`config.mk`:
```
export PLATFORM = sky130hd
export DESIGN_NAME = dptr_bank
export DESIGN_NICKNAME = d
export VERILOG_FILES = /design/src/rtl/dptr_pkg.sv /design/src/rtl/dptr_auxreg.sv /design/src/rtl/dptr_slot.sv /design/src/rtl/dptr_rdmux.sv /design/src/rtl/dptr_bank.sv
export SDC_FILE = /design/constraint.sdc
export NUM_CORES = 1
export LEC_CHECK = 0
export BUFFER_PORTS_ARGS = -buffer_cell sky130_fd_sc_hd__buf_2
export CAP_MARGIN = 30
export CORE_UTILIZATION = 55
export CTS_CLUSTER_SIZE = 16
export DETAILED_ROUTE_END_ITERATION = 6
export PLACE_DENSITY = 0.81
export SYNTH_ARGS = -nofsm -noshare
export SYNTH_HDL_FRONTEND = slang
export SYNTH_HIERARCHICAL = 1
export SYNTH_SLANG_ARGS = --single-unit
```
`constraint.sdc`:
```
create_clock -name clk -period 2.3 [get_ports clk]
set_input_delay 0.345 -clock clk [delete_from_list [all_inputs] [get_ports clk]]
set_output_delay 0.345 -clock clk [all_outputs]
set_load 0.005 [all_outputs]
```
`src/rtl/dptr_pkg.sv`:
```
package dptr_pkg;

  // One operation per pointer slot per cycle, in priority order.
  typedef enum logic [2:0] {
    OP_HOLD  = 3'd0,
    OP_WR_HI = 3'd1,
    OP_WR_LO = 3'd2,
    OP_LOAD  = 3'd3,
    OP_INC   = 3'd4
  } slot_op_e;

  // Byte writes first, then the immediate load, then the increment.
  function automatic slot_op_e pick_op(input logic wr_hi, input logic wr_lo,
                                       input logic ld, input logic inc);
    if (wr_hi)      return OP_WR_HI;
    else if (wr_lo) return OP_WR_LO;
    else if (ld)    return OP_LOAD;
    else if (inc)   return OP_INC;
    else            return OP_HOLD;
  endfunction

endpackage

```
`src/rtl/dptr_auxreg.sv`:
```
module dptr_auxreg (
  input  logic clk,
  input  logic rst_n,
  input  logic wr_i,
  input  logic wbit_i,
  input  logic toggle_i,
  output logic dps_o,
  output logic flip_o
);

  logic dps_q;
  logic dps_d;

  // A direct write wins over the toggle strobe.
  always_comb begin
    if (wr_i)          dps_d = wbit_i;
    else if (toggle_i) dps_d = ~dps_q;
    else               dps_d = dps_q;
  end

  // Event: the select bit changes at the next edge.
  assign flip_o = dps_d ^ dps_q;
  assign dps_o  = dps_q;

  always_ff @(posedge clk or negedge rst_n) begin
    if (!rst_n) dps_q <= 1'b0;
    else        dps_q <= dps_d;
  end

  // the toggle alone inverts the bit
  p_toggle_flips_r3: assert property (@(posedge clk) disable iff (!rst_n)
    (toggle_i && !wr_i) |=> (dps_q != $past(dps_q)));

  // a write in the same cycle decides the value
  p_write_wins_r3: assert property (@(posedge clk) disable iff (!rst_n)
    wr_i |=> (dps_q == $past(wbit_i)));

endmodule

```
`src/rtl/dptr_slot.sv`:
```
module dptr_slot
  import dptr_pkg::*;
#(
  parameter int DATA_W = 8,
  localparam int PTR_W = 2 * DATA_W
) (
  input  logic              clk,
  input  logic              rst_n,
  input  logic              sel_i,
  input  logic              wr_hi_i,
  input  logic              wr_lo_i,
  input  logic [DATA_W-1:0] wdata_i,
  input  logic              ld_i,
  input  logic [PTR_W-1:0]  ld_val_i,
  input  logic              inc_i,
  output logic [PTR_W-1:0]  ptr_o
);

  localparam logic [PTR_W-1:0] ONE = {{(PTR_W-1){1'b0}}, 1'b1};

  // Full-width add, so the carry runs through both bytes and wraps.
  function automatic logic [PTR_W-1:0] bump(input logic [PTR_W-1:0] v);
    return v + ONE;
  endfunction

  logic [PTR_W-1:0] ptr_q;
  slot_op_e         op;

  // An unselected slot sees every request as idle.
  assign op = sel_i ? pick_op(wr_hi_i, wr_lo_i, ld_i, inc_i) : OP_HOLD;

  always_ff @(posedge clk or negedge rst_n) begin
    if (!rst_n) begin
      ptr_q <= '0;
    end else begin
      unique case (op)
        OP_WR_HI: ptr_q[PTR_W-1:DATA_W] <= wdata_i;
        OP_WR_LO: ptr_q[DATA_W-1:0]     <= wdata_i;
        OP_LOAD:  ptr_q                 <= ld_val_i;
        OP_INC:   ptr_q                 <= bump(ptr_q);
        default:  ptr_q                 <= ptr_q;
      endcase
    end
  end

  assign ptr_o = ptr_q;

  // a hidden pointer never moves
  p_unsel_hold_r8: assert property (@(posedge clk) disable iff (!rst_n)
    !sel_i |=> $stable(ptr_q));

  // a low-byte write beats a same-cycle increment
  p_wr_beats_inc_r7: assert property (@(posedge clk) disable iff (!rst_n)
    (sel_i && wr_lo_i && inc_i) |=>
      (ptr_q[DATA_W-1:0] == $past(wdata_i)) &&
      (ptr_q[PTR_W-1:DATA_W] == $past(ptr_q[PTR_W-1:DATA_W])));

  // a load beats a same-cycle increment
  p_load_beats_inc_r7: assert property (@(posedge clk) disable iff (!rst_n)
    (sel_i && ld_i && inc_i && !wr_hi_i && !wr_lo_i) |=>
      (ptr_q == $past(ld_val_i)));

endmodule

```
`src/rtl/dptr_rdmux.sv`:
```
module dptr_rdmux #(
  parameter int                DATA_W = 8,
  parameter int                ADDR_W = 8,
  parameter logic [ADDR_W-1:0] A_HI   = 8'h83,
  parameter logic [ADDR_W-1:0] A_LO   = 8'h84,
  parameter logic [ADDR_W-1:0] A_AUX  = 8'hA2,
  localparam int               PTR_W  = 2 * DATA_W
) (
  input  logic [ADDR_W-1:0] addr_i,
  input  logic [PTR_W-1:0]  ptr_i,
  input  logic              dps_i,
  output logic [DATA_W-1:0] rdata_o
);

  always_comb begin
    if (addr_i == A_HI)       rdata_o = ptr_i[PTR_W-1:DATA_W];
    else if (addr_i == A_LO)  rdata_o = ptr_i[DATA_W-1:0];
    else if (addr_i == A_AUX) rdata_o = {{(DATA_W-1){1'b0}}, dps_i};
    else                      rdata_o = '0;
  end

endmodule

```
`src/rtl/dptr_bank.sv`:
```
module dptr_bank #(
  parameter int                DATA_W = 8,
  parameter int                ADDR_W = 8,
  parameter logic [ADDR_W-1:0] A_HI   = 8'h83,
  parameter logic [ADDR_W-1:0] A_LO   = 8'h84,
  parameter logic [ADDR_W-1:0] A_AUX  = 8'hA2,
  localparam int               PTR_W  = 2 * DATA_W,
  localparam int               NSLOT  = 2
) (
  input  logic              clk,
  input  logic              rst_n,
  input  logic [ADDR_W-1:0] sfr_addr,
  input  logic              sfr_wr,
  input  logic [DATA_W-1:0] sfr_wdata,
  output logic [DATA_W-1:0] sfr_rdata,
  input  logic              aux_inc,
  input  logic              ptr_load,
  input  logic [PTR_W-1:0]  ptr_load_val,
  input  logic              ptr_inc,
  output logic [PTR_W-1:0]  xmem_addr
);

  localparam logic [PTR_W-1:0] ONE = {{(PTR_W-1){1'b0}}, 1'b1};

  // Named decode events
  logic wr_hi, wr_lo, wr_aux, ptr_byte_wr;
  logic dps, dps_flip;
  logic [PTR_W-1:0] slot_ptr [NSLOT];

  assign wr_hi       = sfr_wr && (sfr_addr == A_HI);
  assign wr_lo       = sfr_wr && (sfr_addr == A_LO);
  assign wr_aux      = sfr_wr && (sfr_addr == A_AUX);
  assign ptr_byte_wr = wr_hi || wr_lo;

  dptr_auxreg u_aux (
    .clk      (clk),
    .rst_n    (rst_n),
    .wr_i     (wr_aux),
    .wbit_i   (sfr_wdata[0]),
    .toggle_i (aux_inc),
    .dps_o    (dps),
    .flip_o   (dps_flip)
  );

  for (genvar g = 0; g < NSLOT; g++) begin : g_slot
    logic sel;
    assign sel = (dps == g[0]);
    dptr_slot #(.DATA_W(DATA_W)) u_slot (
      .clk      (clk),
      .rst_n    (rst_n),
      .sel_i    (sel),
      .wr_hi_i  (wr_hi),
      .wr_lo_i  (wr_lo),
      .wdata_i  (sfr_wdata),
      .ld_i     (ptr_load),
      .ld_val_i (ptr_load_val),
      .inc_i    (ptr_inc),
      .ptr_o    (slot_ptr[g])
    );
  end

  assign xmem_addr = dps ? slot_ptr[1] : slot_ptr[0];

  dptr_rdmux #(
    .DATA_W (DATA_W), .ADDR_W (ADDR_W),
    .A_HI (A_HI), .A_LO (A_LO), .A_AUX (A_AUX)
  ) u_rd (
    .addr_i  (sfr_addr),
    .ptr_i   (xmem_addr),
    .dps_i   (dps),
    .rdata_o (sfr_rdata)
  );

  // a lone increment steps the visible address by one, with wrap
  p_inc_step_r6: assert property (@(posedge clk) disable iff (!rst_n)
    (ptr_inc && !ptr_byte_wr && !ptr_load && !dps_flip) |=>
      (xmem_addr == $past(xmem_addr) + ONE));

  // upper auxiliary bits read as zero
  p_aux_upper_zero_r2: assert property (@(posedge clk) disable iff (!rst_n)
    (sfr_addr == A_AUX) |-> (sfr_rdata[DATA_W-1:1] == '0));

  // unmapped addresses read zero
  p_unmapped_zero_r10: assert property (@(posedge clk) disable iff (!rst_n)
    (sfr_addr != A_HI && sfr_addr != A_LO && sfr_addr != A_AUX) |->
      (sfr_rdata == '0));

  // after a flip, the visible pointer is the other slot
  p_flip_swaps_view_r9: assert property (@(posedge clk) disable iff (!rst_n)
    dps_flip |=> (dps != $past(dps)));

endmodule

```
After elaboration in Yosys (flattened, before gate mapping)

Cells that the tools add are included.

Add/subtract/negate cells: 2
Eq/ne operators: 11
Mux-type cells: 16
Bitwise logic cells: 1
Reduce and logical (&&, ||, !) cells: 8

Operator list:

| kind                                                                  | count |
|---|---|
| 8-bit case mux with 3 select lines                                    | 4 |
| 16-bit by 1-bit adder with 16-bit output, second input constant       | 2 |
| 8-bit equality test, second input constant                            | 3 |
| 3-bit 2-to-1 mux                                                      | 6 |
| 16-bit 2-to-1 mux                                                     | 1 |
| 8-bit 2-to-1 mux                                                      | 2 |
| 3-bit by 2-bit equality test with 1-bit output, second input constant | 4 |
| 3-bit nonzero test                                                    | 4 |
| 3-bit by 1-bit equality test with 1-bit output, second input constant | 2 |
| 3-bit equality test, second input constant                            | 2 |
| 1-bit logical AND                                                     | 3 |
| 1-bit 2-to-1 mux                                                      | 3 |
| 2-bit nonzero test                                                    | 1 |
| 1-bit NOT                                                             | 1 |

Flip-flop bits (word level): 33
Bits of input ports: 38
Output and inout port bits: 24
Logic and storage cells: 43

Logic depth before layout (Yosys ltp)

Gate-level depths: netlist (run 1).

Depth in word-level cells: 7
Mapped depth: 9
Gate-level depth less buffers: 7

By module

The synthesis (run 1) kept the hierarchy.

Modules (own cells, without submodules):

| module      | times used | cells each | area each (um2) | seq. area each (um2) |
|---|---|---|---|---|
| dptr_slot   | 2          | 132        | 1,164.9         | 400.4 |
| dptr_bank   | 1          | 26         | 311.5           | 0.0 |
| dptr_rdmux  | 1          | 16         | 156.4           | 0.0 |
| dptr_auxreg | 1          | 7          | 60.1            | 25.0 |

Worst setup path after synthesis (run 1)

No wires, ideal clock.

Kind: input to register
Start point: input port sfr_addr[6]
End point: register g_slot[0].u_slot.ptr_q[10]
Setup time: 0.130 ns
Arrival: 2.293 ns
Required time: 2.170 ns
Setup slack: -0.123 ns
Stages on the path: 8
Path buffers: 1
Path through: nand4bb_1 > nor3_1 > and2_1 > clkbuf_1 > a21oi_1 > a22oi_1 > a21oi_1 > a2bb2oi_1

Elaborated cells on any way between the ends: 12
Those cells by class: eq/ne: 5; mux: 4; reduce/logical: 3

RTL lines:

| element                                                                         | line            | RTL |
|---|---|---|
| start, declared                                                                 | dptr_bank.sv:12 | `input logic [ADDR_W-1:0] sfr_addr,` |
| 8-bit equality test *                                                           | dptr_bank.sv:30 | `assign wr_hi = sfr_wr && (sfr_addr == A_HI);` |
| 1-bit logical AND *                                                             | dptr_bank.sv:30 |  |
| via wr_hi                                                                       | dptr_bank.sv:26 | `logic wr_hi, wr_lo, wr_aux, ptr_byte_wr;` |
| 3-bit 2-to-1 mux *                                                              | dptr_pkg.sv:15  | `if (wr_hi) return OP_WR_HI;` |
| 3-bit 2-to-1 mux *                                                              | dptr_slot.sv:30 | `assign op = sel_i ? pick_op(wr_hi_i, wr_lo_i, ld_i, inc_i) : OP_HOLD;` |
| 3-bit equality test, or another cell as far along                               | dptr_slot.sv:36 | `unique case (op)` |
| 8-bit case mux with 3 select lines / 3-bit nonzero test (equally long branches) | -               |  |
| end signal, assigned by index                                                   | dptr_slot.sv:37 | `OP_WR_HI: ptr_q[PTR_W-1:DATA_W] <= wdata_i;` |
| end signal, assigned by index                                                   | dptr_slot.sv:38 | `OP_WR_LO: ptr_q[DATA_W-1:0] <= wdata_i;` |
| end signal, assigned                                                            | dptr_slot.sv:39 | `OP_LOAD: ptr_q <= ld_val_i;` |
| end, declared                                                                   | dptr_slot.sv:26 | `logic [PTR_W-1:0] ptr_q;` |

The timed path passes the listed nets; every way through them passes the cells marked *.
A chain may end at the register's enable or synchronous reset.

Worst setup path after layout (run 1)

Start point: register u_aux.dps_q, in the netlist u_aux/dps_o
End point: output port sfr_rdata[0]

Longest elaborated chain between the ends: 3
Elaborated cells on any way between the ends: 4
Those cells by class: mux: 4

RTL lines:

| element                                                      | line                              | RTL |
|---|---|---|
| start, declared                                              | dptr_auxreg.sv:11                 | `logic dps_q;` |
| start signal, assigned                                       | dptr_auxreg.sv:27                 | `else dps_q <= dps_d;` |
| 1-bit 2-to-1 mux / 16-bit 2-to-1 mux (equally long branches) | dptr_rdmux.sv:18, dptr_bank.sv:62 |  |
| 8-bit 2-to-1 mux                                             | dptr_rdmux.sv:17                  | `else if (addr_i == A_LO) rdata_o = ptr_i[DATA_W-1:0];` |
| 8-bit 2-to-1 mux *                                           | dptr_rdmux.sv:16                  | `if (addr_i == A_HI) rdata_o = ptr_i[PTR_W-1:DATA_W];` |
| end, declared                                                | dptr_bank.sv:15                   | `output logic [DATA_W-1:0] sfr_rdata,` |

Mark *: on every way between the ends. The rest lies on a longest branch, timed or not.

==> results of run 1 <==
==> layer usage <==
| metal | wire [µm] | vias to the layer above |
|---|---|---|
| met5 | 0 | - |
| met4 | 311 | 0 |
| met3 | 636 | 23 |
| met2 | 3980 | 144 |
| met1 | 3400 | 1425 |
| li1 | - | 1352 |
==> final cells by class <==
class | count | share of cell area, %
well taps | 67 | 2.51
inverters | 11 | 1.24
clock buffers | 7 | 2.59
multi-input cells | 254 | 56.0
flip-flops and latches | 33 | 24.8
repair buffers | 76 | 12.9
==> repair_timing <==
action	CTS	global route
setup buffers	0	0
endpoints found under the setup margin	0	1
hold buffers	0	0
resized for setup	0	1
==> worst min path at each step <==
stage	to	slack (ns)	cells past startpoint
floorplan	g_slot[0].u_slot/ptr_o[0]	0.05	0
finish	g_slot[1].u_slot/ptr_o[14]	0.13	1
global route	g_slot[1].u_slot/ptr_o[4]	0.21	1
global placement	g_slot[1].u_slot/ptr_o[13]	0.46	1
CTS	g_slot[1].u_slot/ptr_o[14]	0.16	1
detailed placement	g_slot[1].u_slot/ptr_o[14]	0.46	1
==> state kept, by name, indices dropped and copies added, names as in the netlist <==
| register | count |
|---|---|
| g_slot.u_slot/ptr_o | 32 |
| u_aux/dps_o | 1 |
==> where the power goes <==
part | switching, W | total [W] | internal (W)
combinational | 0.000902 | 0.00185 | 0.000948
sequential | 0.000461 | 0.00132 | 0.000859
clock | 0.000204 | 0.000442 | 0.000237
==> per-stage QoR <==
stage | cell area (µm²) | utilization [%] | power [W] | hold slack (ns) | cells
global route | 3340 | 68.9 | 0.00387 | 0.206 | 448
floorplan | 2850 | - | 0.00249 | 0.0494 | 310
CTS | 3340 | 68.8 | 0.00360 | 0.159 | 448
detailed placement | 3250 | 67.0 | 0.00315 | 0.458 | 441
global placement | 3250 | 67.0 | 0.00308 | 0.460 | 441
finish | 3340 | 68.9 | 0.00361 | 0.127 | 448
==> worst max-delay path, stage by stage (launching register included) <==
cell	delay, ns
dfrtp_2	0.51
buf_12	0.20
mux2_4	0.33
a221o_1	0.32
buf_2	0.13
==> impl_metrics.py, run 1 <==
metrics = {
    "finish": {
        "layout.nets": 421,
        "final-seq-area_um2": 827,
        "diodes": 0,
        "drive_above_1_share_pct": 33.3,
        "nFillCells": 393,
        "multi_input_area_um2": 1870,
        "syn2layout_area_growth_pct": 17.5,
        "final_cell_mix": "61 x buf_2, 32 x dfrtp_1, 22 x nand2_1, 20 x nand3_1, 20 x o21ai_0",
        "final_common_cell": "buf_2",
    },
    "timing": {
        "finalSetupViolations": 0,
        "worst_pin_slew_ns": 0.815,
        "max_freq_mhz": 473,
        "fin_ws_ns": 0.184,
        "slew_headroom_pct": 45.2,
        "rsz0062_at_grt": "no",
        "fin_worst_skew_ns": 0.00581,
        "slew_violations": 0,
        "setup_tns_ns": 0,
        "min_period_ns": 2.12,
        "hold_viol_final": 0,
        "timing.final.crit_share_pct": 92.0,
    },
    "die": {
        "die_y_um": 73.9,
        "ios": 62,
        "coreArea_um2": 4850,
        "die_w_um": 73.9,
        "initial_core_util_pct": 58.6,
        "rows": 25,
        "die_area_um2": 5460,
    },
    "setup_path": {
        "cp.arrival_ns": 1.77,
        "r2r-start": "u_aux/dps_o",
        "r2r_slack_ns": 0.33,
        "start_kind": "flip-flop",
        "cp-startpoint": "u_aux/dps_o",
        "crit_fanout": 14,
        "reg2regPathDepth": 5,
        "critPathCapture": "sfr_rdata[0]",
        "crit_required_ns": 1.96,
        "setup.worst_path.end_class": "primary output",
        "worst_r2r_endpoint": "g_slot[0].u_slot/ptr_o[2]",
        "setup.worst_path.class": "flip-flop to primary output",
    },
    "run": {
        "max_cap_violations": 0,
    },
    "clock_tree": {
        "cts_sinks": 33,
        "clock_latency_ns": 0.28,
        "cts_tree": "yes",
        "htreeDepth": 2,
        "cts.path.max_buffers": 2,
        "cts_buffers": 5,
        "clk_pin_slew_worst_paths_ns": 0.07,
        "cts-root-buf": "clkbuf_8",
    },
    "outcome": {
        "status": "finished, final reports clean",
    },
    "drt": {
        "via_count": 2944,
        "drtIter0Drc": 280,
        "viasPerCell": 6.57,
        "wirelength_um": 8320,
        "drc_errors": 0,
        "antenna_left": 0,
        "firstDrtPassIters": 4,
        "wl_per_cell_um": 18.6,
    },
    "global_routing": {
        "grt_max_degree": 34,
        "met2_usage_pct": 54.9,
        "met1_usage_pct": 42.5,
        "grt_usage_pct": 33.1,
        "first_global_vias": 2750,
        "antenna_found_initial": 0,
        "grt_pass1_wl_um": 13300,
        "top_usage_layer": "met2",
        "globalRouteOverflowTotal": 0,
        "use_met3_pct": 3.57,
    },
    "worst_hold_path": {
        "hold_class": "primary input to asynchronous set/reset pin",
    },
    "logic_synthesis": {
        "netlist_area_um2": 2840,
        "avgSynthCellArea_um2": 9.16,
        "synth_warnings": 6,
        "syn-num-nets": 350,
        "netlist_instances": 310,
    },
    "power": {
        "ir_worst_vdd_mv": 0.668,
        "powerDensity_nw_per_um2": 1080,
        "p_leak_nw": 1.41,
    },
    "place": {
        "place_ws_ns": -0.0148,
        "gp_congestion": 0.889,
        "portBuffers": 61,
        "dp_hpwl_um": 6540,
    },
}
Note: power is estimated with default switching activity, not from simulation.
==> run 2, diff against run 1 <==
- CORE_UTILIZATION: 55 -> 50
- PLACE_DENSITY: 0.81 -> 0.74
- clock period: 2.3 -> 2.4 ns (I/O delays scaled with it)
==> run 2 against run 1 <==
Via count decreased by 1.5%. Final cell count increased by 1.3%. Core utilization decreased by 7.8 points. First-iteration DRC count increased by 24%. Combinational power decreased by 4%. Critical endpoint unchanged. Largest cell class unchanged. Routed wire length increased by 3.1%. Setup slack improved by 0.033 ns. Final area increased by 0.71%. Power decreased by 0.51%. Critical path type unchanged. Hold slack improved by 0.011 ns. Clock-buffer cell count unchanged. Non-clock buffer count unchanged.
==> impl_metrics.py, run 2 (synthesis results as in run 1) <==
metrics = {
    "global_routing": {
        "antenna_found_initial": 0,
        "first_global_vias": 2837,
        "grt_max_degree": 34,
        "grt_pass1_wl_um": 13900,
        "globalRouteOverflowTotal": 0,
        "grt_usage_pct": 30.5,
    },
    "run": {
        "max_cap_violations": 0,
    },
    "place": {
        "placed_area_um2": 3240,
        "dp_hpwl_um": 6680,
        "portBuffers": 61,
        "gp_congestion": 0.904,
    },
    "timing": {
        "slew_violations": 0,
        "max_freq_mhz": 458,
        "min_period_ns": 2.18,
        "fin_worst_skew_ns": 0.00583,
        "worst_pin_slew_ns": 0.954,
        "slew_headroom_pct": 35.9,
        "hold_viol_final": 0,
        "finalSetupViolations": 0,
        "timing.hold.ws_ns": 0.139,
        "timing.final.crit_share_pct": 91.0,
        "rsz0062_at_grt": "no",
    },
    "finish": {
        "drive_above_1_share_pct": 33.5,
        "syn2layout_area_growth_pct": 18.4,
        "fin_area_um2": 3360,
        "diodes": 0,
        "final_cell_mix": "61 x buf_2, 32 x dfrtp_1, 22 x nand2_1, 20 x nand3_1, 20 x o21ai_0",
        "final_common_cell": "buf_2",
        "nFillCells": 475,
        "fin_util_pct": 61.1,
        "layout.nets": 421,
        "largest_register_ffs": 32,
    },
    "setup_path": {
        "max_stage_delay_ns": 0.52,
        "setup.worst_path.end_class": "primary output",
        "start_kind": "flip-flop",
        "crit_slowest_cell": "dfrtp_2",
        "worst_r2r_endpoint": "g_slot[0].u_slot/ptr_o[7]",
        "crit_fanout": 13,
        "crit_buf_inv": 2,
        "crit_family": "flip-flops",
        "crit_chain": "buf_4, mux2_4, a221o_1, buf_2",
        "reg2regPathDepth": 6,
        "cp.arrival_ns": 1.82,
        "r2r_slack_ns": 0.42,
        "r2r-start": "u_aux/dps_o",
        "crit_required_ns": 2.04,
        "setup.worst_path.class": "flip-flop to primary output",
    },
    "die": {
        "rows": 27,
        "coreArea_um2": 5510,
        "die_w_um": 77.4,
        "initial_core_util_pct": 51.6,
        "die_y_um": 77.4,
        "ios": 62,
        "die_area_um2": 5990,
    },
    "drt": {
        "drtIter0Drc": 348,
        "firstDrtPassIters": 5,
        "antenna_left": 0,
        "wl_per_cell_um": 18.9,
        "wirelength_um": 8590,
        "viasPerCell": 6.39,
        "drc_errors": 0,
        "via_count": 2899,
    },
    "power": {
        "ir_worst_vdd_mv": 0.459,
        "finalPower_w": 0.00359,
        "p_leak_nw": 1.42,
        "powerDensity_nw_per_um2": 1070,
    },
    "clock_tree": {
        "htreeDepth": 2,
        "clock_latency_ns": 0.29,
        "cts_tree": "yes",
        "cts_buffers": 5,
        "postCtsHoldBufs": 0,
        "cts-root-buf": "clkbuf_8",
        "cts.path.max_buffers": 2,
        "cts_sinks": 33,
        "clk_pin_slew_worst_paths_ns": 0.07,
        "post-cts-setup-buffer-count": 0,
    },
    "worst_hold_path": {
        "hold_class": "primary input to asynchronous set/reset pin",
    },
    "outcome": {
        "status": "finished, final reports clean",
    },
}
run 2: power by group:
part           internal, W  leakage (nW)  switching (W)
Sequential        0.000822         0.405       0.000445
Combinational     0.000897         0.957       0.000876
Clock             0.000339        0.0585       0.000213
run 2: layout make-up:
cell class	instances	area, µm²	area share, %
clock inverter	1	30.0	0.893
timing repair buffer	76	418	12.4
multi-input combinational	254	1870	55.6
sequential	33	827	24.6
clock buffer	7	86.3	2.57
inverter	11	41.3	1.23
tap	72	90.1	2.68
run 2: timing repair:
| action | 4_1_cts | 5_1_grt |
|---|---|---|
| gates resized for setup | 0 | 1 |
| endpoints found under the hold margin | 0 | 0 |
| endpoints found under the setup margin | 0 | 1 |
run 2: metal layers:
layer  global-route usage [%]  routed length, µm  share of wire (%)
met1                     40.5               3530                 41
met2                     46.7               3940                 46
met3                     4.82                703                8.2
met4                     17.7                416                4.8
met5                        0                  0                  0
run 2: worst max path at each step:
stage	to	depth (start not counted)	startpoint
detailed placement	g_slot[1].u_slot/ptr_o[12]	10	sfr_addr[4]
CTS	sfr_rdata[0]	4	u_aux/dps_o
global placement	g_slot[1].u_slot/ptr_o[15]	10	sfr_addr[4]
finish	sfr_rdata[0]	4	u_aux/dps_o
global route	g_slot[1].u_slot/ptr_o[7]	10	sfr_addr[4]
floorplan	g_slot[0].u_slot/ptr_o[10]	8	sfr_addr[6]
run 2: stage by stage:
stage          setup TNS [ns]  cells  setup WS (ns)
4_1_cts                     0    454         0.0660
5_1_grt                     0    454          0.112
3_5_place_dp         -0.00779    446       -0.00779
3_3_place_gp                0    446         0.0812
6_report                    0    454          0.217
2_1_floorplan               0    310          0.263
